File: src/rtl/inband_pkg.sv
package inband_pkg;
  localparam int unsigned PAT_W   = 7;
  localparam int unsigned MIN_LEN = 4;
  localparam int unsigned SEL_W   = 2;
  localparam int unsigned PH_W    = $clog2(PAT_W + 1);
  localparam int unsigned N_DET   = 2;

  typedef logic [PAT_W-1:0] pat_t;
  typedef logic [PH_W-1:0]  phase_t;

  function automatic phase_t len_of(input logic [SEL_W-1:0] sel);
    return phase_t'(MIN_LEN) + phase_t'(sel);
  endfunction

  // win[0] is newest; aligned code gives win[i] == pat[i]
  function automatic logic rot_match(input pat_t win, input pat_t pat, input phase_t len);
    logic hit;
    logic same;
    int   k;
    hit = 1'b0;
    for (int r = 0; r < int'(PAT_W); r++) begin
      same = (r < int'(len));
      for (int i = 0; i < int'(PAT_W); i++) begin
        if (i < int'(len)) begin
          k = (i + r) % int'(len);
          if (win[i] != pat[k]) same = 1'b0;
        end
      end
      hit = hit | same;
    end
    return hit;
  endfunction
endpackage

File: src/rtl/inband_code_matcher.sv
module inband_code_matcher
  import inband_pkg::*;
(
  input  logic             clk_i,
  input  logic             rst_ni,
  input  logic             active_i,
  input  logic             bit_en_i,
  input  logic             bit_i,
  input  pat_t             pat_i,
  input  logic [SEL_W-1:0] len_sel_i,
  output logic             done_o,
  output logic             good_o
);
  pat_t   hist_q;
  phase_t phase_q;
  phase_t len;
  pat_t   win;
  logic   take;
  logic   last;

  assign len  = len_of(len_sel_i);
  assign win  = {hist_q[PAT_W-2:0], bit_i};
  assign take = active_i & bit_en_i;
  assign last = (phase_q >= len - phase_t'(1));

  always_ff @(posedge clk_i or negedge rst_ni) begin
    if (!rst_ni) begin
      hist_q  <= '0;
      phase_q <= '0;
    end else if (!active_i) begin
      hist_q  <= '0;
      phase_q <= '0;
    end else if (take) begin
      hist_q  <= win;
      phase_q <= last ? '0 : phase_q + phase_t'(1);
    end
  end

  assign done_o = take & last;
  assign good_o = rot_match(win, pat_i, len);
endmodule

File: src/rtl/inband_qualifier.sv
module inband_qualifier #(
  parameter int unsigned QUAL_W = 4
) (
  input  logic              clk_i,
  input  logic              rst_ni,
  input  logic              active_i,
  input  logic              done_i,
  input  logic              good_i,
  input  logic [QUAL_W-1:0] qual_i,
  output logic              stat_o,
  output logic              rise_o
);
  logic [QUAL_W-1:0] thr;
  logic [QUAL_W-1:0] good_q;
  logic [QUAL_W-1:0] bad_q;
  logic              stat_q;
  logic              good_hit;
  logic              bad_hit;

  assign thr      = (qual_i == '0) ? QUAL_W'(1) : qual_i;
  assign good_hit = done_i & good_i & (good_q >= thr - QUAL_W'(1));
  assign bad_hit  = done_i & ~good_i & (bad_q >= thr - QUAL_W'(1));

  always_ff @(posedge clk_i or negedge rst_ni) begin
    if (!rst_ni) begin
      good_q <= '0;
      bad_q  <= '0;
      stat_q <= 1'b0;
    end else if (!active_i) begin
      good_q <= '0;
      bad_q  <= '0;
      stat_q <= 1'b0;
    end else if (done_i) begin
      if (good_i) begin
        bad_q <= '0;
        if (good_q < thr) good_q <= good_q + QUAL_W'(1);
        if (good_hit) stat_q <= 1'b1;
      end else begin
        good_q <= '0;
        if (bad_q < thr) bad_q <= bad_q + QUAL_W'(1);
        if (bad_hit) stat_q <= 1'b0;
      end
    end
  end

  assign stat_o = stat_q;
  assign rise_o = active_i & good_hit & ~stat_q;
endmodule

File: src/rtl/inband_isr_latch.sv
module inband_isr_latch (
  input  logic clk_i,
  input  logic rst_ni,
  input  logic set_i,
  input  logic clr_i,
  output logic isr_o
);
  logic isr_q;

  always_ff @(posedge clk_i or negedge rst_ni) begin
    if (!rst_ni)     isr_q <= 1'b0;
    else if (set_i)  isr_q <= 1'b1;
    else if (clr_i)  isr_q <= 1'b0;
  end

  assign isr_o = isr_q;
endmodule

File: src/rtl/inband_loop_det.sv
module inband_loop_det
  import inband_pkg::*;
#(
  parameter int unsigned QUAL_W = 4
) (
  input  logic                  clk_i,
  input  logic                  rst_ni,
  input  logic                  t1_mode_i,
  input  logic                  rx_bit_i,
  input  logic                  rx_bit_en_i,
  input  logic [PAT_W-1:0]      up_pat_i,
  input  logic [SEL_W-1:0]      up_len_i,
  input  logic [PAT_W-1:0]      dn_pat_i,
  input  logic [SEL_W-1:0]      dn_len_i,
  input  logic [QUAL_W-1:0]     qual_i,
  input  logic [N_DET-1:0]      irq_en_i,
  input  logic [N_DET-1:0]      isr_clr_i,
  output logic                  up_stat_o,
  output logic                  dn_stat_o,
  output logic                  up_isr_o,
  output logic                  dn_isr_o,
  output logic                  alarm_irq_o
);
  pat_t             pat_a [N_DET];
  logic [SEL_W-1:0] len_a [N_DET];
  logic [N_DET-1:0] done;
  logic [N_DET-1:0] good;
  logic [N_DET-1:0] stat;
  logic [N_DET-1:0] rise;
  logic [N_DET-1:0] isr;

  assign pat_a[0] = up_pat_i;
  assign pat_a[1] = dn_pat_i;
  assign len_a[0] = up_len_i;
  assign len_a[1] = dn_len_i;

  for (genvar g = 0; g < N_DET; g++) begin : g_det
    inband_code_matcher i_match (
      .clk_i     (clk_i),
      .rst_ni    (rst_ni),
      .active_i  (t1_mode_i),
      .bit_en_i  (rx_bit_en_i),
      .bit_i     (rx_bit_i),
      .pat_i     (pat_a[g]),
      .len_sel_i (len_a[g]),
      .done_o    (done[g]),
      .good_o    (good[g])
    );

    inband_qualifier #(.QUAL_W(QUAL_W)) i_qual (
      .clk_i    (clk_i),
      .rst_ni   (rst_ni),
      .active_i (t1_mode_i),
      .done_i   (done[g]),
      .good_i   (good[g]),
      .qual_i   (qual_i),
      .stat_o   (stat[g]),
      .rise_o   (rise[g])
    );

    inband_isr_latch i_isr (
      .clk_i  (clk_i),
      .rst_ni (rst_ni),
      .set_i  (rise[g]),
      .clr_i  (isr_clr_i[g]),
      .isr_o  (isr[g])
    );
  end

  assign up_stat_o   = stat[0];
  assign dn_stat_o   = stat[1];
  assign up_isr_o    = isr[0];
  assign dn_isr_o    = isr[1];
  assign alarm_irq_o = |(isr & irq_en_i);
endmodule

File: config.mk
export PLATFORM = sky130hd
export DESIGN_NAME = inband_loop_det
export DESIGN_NICKNAME = d
export VERILOG_FILES = /design/src/rtl/inband_pkg.sv /design/src/rtl/inband_code_matcher.sv /design/src/rtl/inband_qualifier.sv /design/src/rtl/inband_isr_latch.sv /design/src/rtl/inband_loop_det.sv
export SDC_FILE = /design/constraint.sdc
export NUM_CORES = 1
export LEC_CHECK = 0
export BUFFER_PORTS_ARGS = -buffer_cell sky130_fd_sc_hd__buf_2
export CORE_UTILIZATION = 30
export CTS_BUF_LIST = sky130_fd_sc_hd__clkbuf_4
export CTS_CLUSTER_SIZE = 14
export DETAILED_ROUTE_END_ITERATION = 8
export HOLD_SLACK_MARGIN = 0.1
export SLEW_MARGIN = 20
export SYNTH_ARGS = -nofsm -noshare
export SYNTH_HDL_FRONTEND = slang
export SYNTH_SLANG_ARGS = --single-unit
File: constraint.sdc
create_clock -name clk_i -period 7.9 [get_ports clk_i]
set_input_delay 0.79 -clock clk_i [delete_from_list [all_inputs] [get_ports clk_i]]
set_output_delay 0.79 -clock clk_i [all_outputs]
set_load 0.05 [all_outputs]
==> implementation parameters <==
Parameter                              Value

Synth
  Synth warn ... 0
  Post-synthesis cell area ... 5470 sq um
  Post-synth top area cell ... dfrtp_1
  Share of flip-flops with an asynchronous set or reset after synthesis ... 100%
  Cell count after synthesis ... 639
  Most used standard cells in the synthesized netlist ... 67 x xnor2_1, 59 x ha_1, 37 x mux2i_1
  Main area contributors after synthesis ... dfrtp_1 15%, ha_1 14%, xnor2_1 11%, mux2i_1 6.8%, xor2_1 5.3%
  Synth cell types ... 74
  Simple-gate share of the synthesized area ... 17.8%
  Proportion of synthesized chip area in sequential cells ... 14.7%
  Number of enable flip-flop cells after synthesis ... 0
  Mux share of post-synthesis cell area ... 13.4%
  Xor/xnor share of the synthesized area ... 16.3%
  Share of synthesized cell area in full adder, half adder and majority cells ... 13.5%
  Synthesized-area fraction occupied by ao, oa, aoi and oai cells ... 17.7%
  Count leader, synth ... xnor2_1
  Fraction of post-synthesis cell area in the top cell type by area ... 14.7%
  Leading register cell type out of synthesis ... dfrtp_1
  Combinational family with the most area after synthesis ... simple AND/OR/NAND/NOR gates
  Average size of a mapped cell ... 8.55 sq um
  Number of storage elements in the synthesis netlist ... 32
  Net Count, Synth ... 729

Cells and area
  Final net count ... 714
  Count of non-filler cells in the finished layout ... 850
  Number of inserted filler cells in the final layout ... 1871
  Number of antenna repair diodes ... 0
  Area growth, synth to finish ... 5.06%
  Fraction of layout instances using a drive strength above 1 ... 14.2%

Power and ir drop
  Sum of internal, switching and leakage power ... 0.000566 W
  Power share of the combinational group ... 45.8%
  VDD IR-drop max ... 0.0000497 V
  Sw Ratio ... 38.9%
  Internal Power ... 0.000345 W
  Switching power ... 0.000220 W
  Part of the total power dissipated in the clock network ... 22.8%
  Power share of the sequential group ... 31.4%
  PwrDens ... 98.5 nW/um^2
  Static leakage power ... 2.42 nW

Floorplan
  Number of I/O pins ... 36
  Rows ... 48
  Total core area ... 17500 sq um
  Die Y ... 137 um
  Horizontal die dimension ... 137 um
  Initial standard-cell utilization of the core ... 31.2%
  Die footprint ... 18800 sq um

Place
  Number of I/O port buffers ... 35
  Global placement routability congestion ... 0.830
  HPWL after detailed placement ... 9530 um
  Cell count after placement ... 842
  Placement Setup Slack ... 3.30 ns

CTS
  CTS clk-pin slew, worst paths ... 0.11 ns
  Number of levels in the clock H-tree ... 2
  TritonCTS clock tree ... done
  Post-CTS setup buffer count ... 0
  Quantity of hold-fixing buffers added after cts ... 0
  Number of buffers on the longest clock path ... 2
  Number of resized instances in the post-cts repair step ... 0
  Insertion delay to the later sink of the worst-skew pair ... 0.34 ns
  Number of buffers inserted during clock tree synthesis ... 5
  Clock sinks ... 32
  Master cell of the clock root buffer ... clkbuf_4

Global route
  GR Util All Layers ... 14.6%
  Number of global-route vias before repair ... 4189
  Antenna violations before repair ... 0
  Largest net degree at the start of global routing ... 33
  Remaining Overflow, GRT ... 0
  Wire length of the first global-routing pass ... 22100 um

Critical path
  Arr. time, crit path ... 4.50 ns
  CP max FO ... 27
  Data required time at the worst endpoint ... 8.11 ns
  Critical Path End Type ... flop
  Type of the worst setup path ... input pin to flop
  Crit path launch type ... input pin

Route
  Number of nets with antenna violations after routing ... 0
  Average wire per standard cell ... 15.7 um
  Vias post-DR ... 4618
  Initial drt markers ... 336
  Via density per instance ... 5.43
  DRC viols ... 0
  Final Routed Wirelength ... 13400 um
  First drt pass iteration count ... 7

Timing
  Worst relative slew slack ... 32.7%
  Max-slew violation count ... 0
  Final setup violation count ... 0
  Fin worst setup slack ... 3.61 ns
  Setup repair after global routing missed its margin ... false
  Slew @ Worst Pin ... 1.01 ns
  Final-layout setup total negative slack ... 0 ns
  Final Skew ... 0.0107 ns
  Maximum clock frequency ... 233 MHz
  Post-route fraction of the period consumed by the critical path ... 54.3%
  Crit path time final ... 4.29 ns
  Total count of hold-check failures in the final report ... 0

Job
  Number of max-cap violations ... 0

Outcome
  Outcome ... finished, final reports clean

Worst hold path
  Worst min-delay path category ... input pin to asynchronous set/reset pin
## cells in the final DEF, fill, tap and decap left out, types with 4 or more instances in the layout
cell type	instances
o221ai_1	4
o21ai_0	20
o21a_1	7
xnor2_1	67
xor2_1	33
o2111ai_1	7
a211oi_1	6
nand4_1	6
mux2_2	10
nand3_1	21
clkbuf_4	5
mux2i_1	37
nor3_1	11
nor2_1	31
and3_1	11
nand2_1	34
mux4_2	10
buf_2	35
a221oi_1	4
a21oi_1	26
ha_1	59
inv_1	23
nor2b_1	15
dfrtp_1	32
a31oi_1	4
nand2b_1	22
## power groups by stage
stage                     registers (W)  logic [W]  clock network, W
after floorplan                0.000175   0.000211                 0
after global placement         0.000180   0.000256                 0
after detailed placement       0.000180   0.000258                 0
after CTS                      0.000177   0.000259          0.000133
after global routing           0.000178   0.000288          0.000139
final                          0.000177   0.000259          0.000129
## layout make-up
type	instances	area, sq um	area share, %
tap	225	282	4.90
clock buffer	5	37.5	0.654
multi-input combinational	524	4300	74.9
sequential	32	801	13.9
clock inverter	3	42.5	0.741
timing repair buffer	36	183	3.18
inverter	25	93.8	1.63
## metrics by stage
step / utilization, % / hold slack, ns / instance area, sq um
after global placement: 32.3 / 0.543 / 5660
after detailed placement: 32.3 / 0.554 / 5660
after global routing: 32.7 / 0.553 / 5740
after floorplan: - / 0.494 / 5470
final: 32.7 / 0.500 / 5740
after CTS: 32.7 / 0.528 / 5740
## cell families (layout without fill, tap and decap cells)
logic type,after synthesis,after routing
AND/OR/NAND/NOR,178,178
AO/OA/AOI/OAI,128,128
XOR/XNOR,101,101
multiplexers,58,58
adder cells (fa/ha/maj),59,59
flip-flops,32,32
buffers and inverters,83,69
## final timing paths
kind / start / endpoint / slack (ns) / cells after the start
max in group asynchronous: rst_ni / g_det[1].i_match.phase_q[2] / 6.89 / 1
setup / recovery: dn_len_i[1] / g_det[1].i_qual.good_q[1] / 3.61 / 12
hold reg to reg: g_det[0].i_isr.isr_o / g_det[0].i_isr.isr_o / 0.56 / 1
min in group clk_i: g_det[0].i_isr.isr_o / g_det[0].i_isr.isr_o / 0.56 / 1
setup reg to reg: g_det[1].i_match.hist_q[0] / g_det[1].i_qual.bad_q[0] / 4.59 / 8
hold / removal: rst_ni / g_det[0].i_isr.isr_o / 0.50 / 1
## registers in the layout, indices dropped and copies added (netlist names)
| signal | flops |
|---|---|
| g_det.i_match.phase_q | 6 |
| g_det.i_qual.stat_o | 2 |
| g_det.i_isr.isr_o | 2 |
| g_det.i_qual.good_q | 8 |
| g_det.i_match.hist_q | 6 |
| g_det.i_qual.bad_q | 8 |
## layer usage
metal | track usage, % | routed length (um) | vias up
met5 | 0 | 0 | -
met4 | 2.63 | 91 | 0
met3 | 1.74 | 644 | 9
met2 | 22.9 | 5940 | 114
met1 | 21.5 | 6710 | 2226
li1 | - | - | 2269
## worst max-delay path, stage by stage
cell and delay [ns]:
buf_2 0.24, inv_1 0.31, ha_1 0.89, and3b_1 0.29, o21ai_0 0.11, a2111oi_0 0.53
nor2_1 0.18, xnor2_1 0.16, a31oi_1 0.23, nand4_2 0.28, nor3_2 0.33, o32ai_1 0.14
No activity file was read; power rests on OpenSTA's default activity.
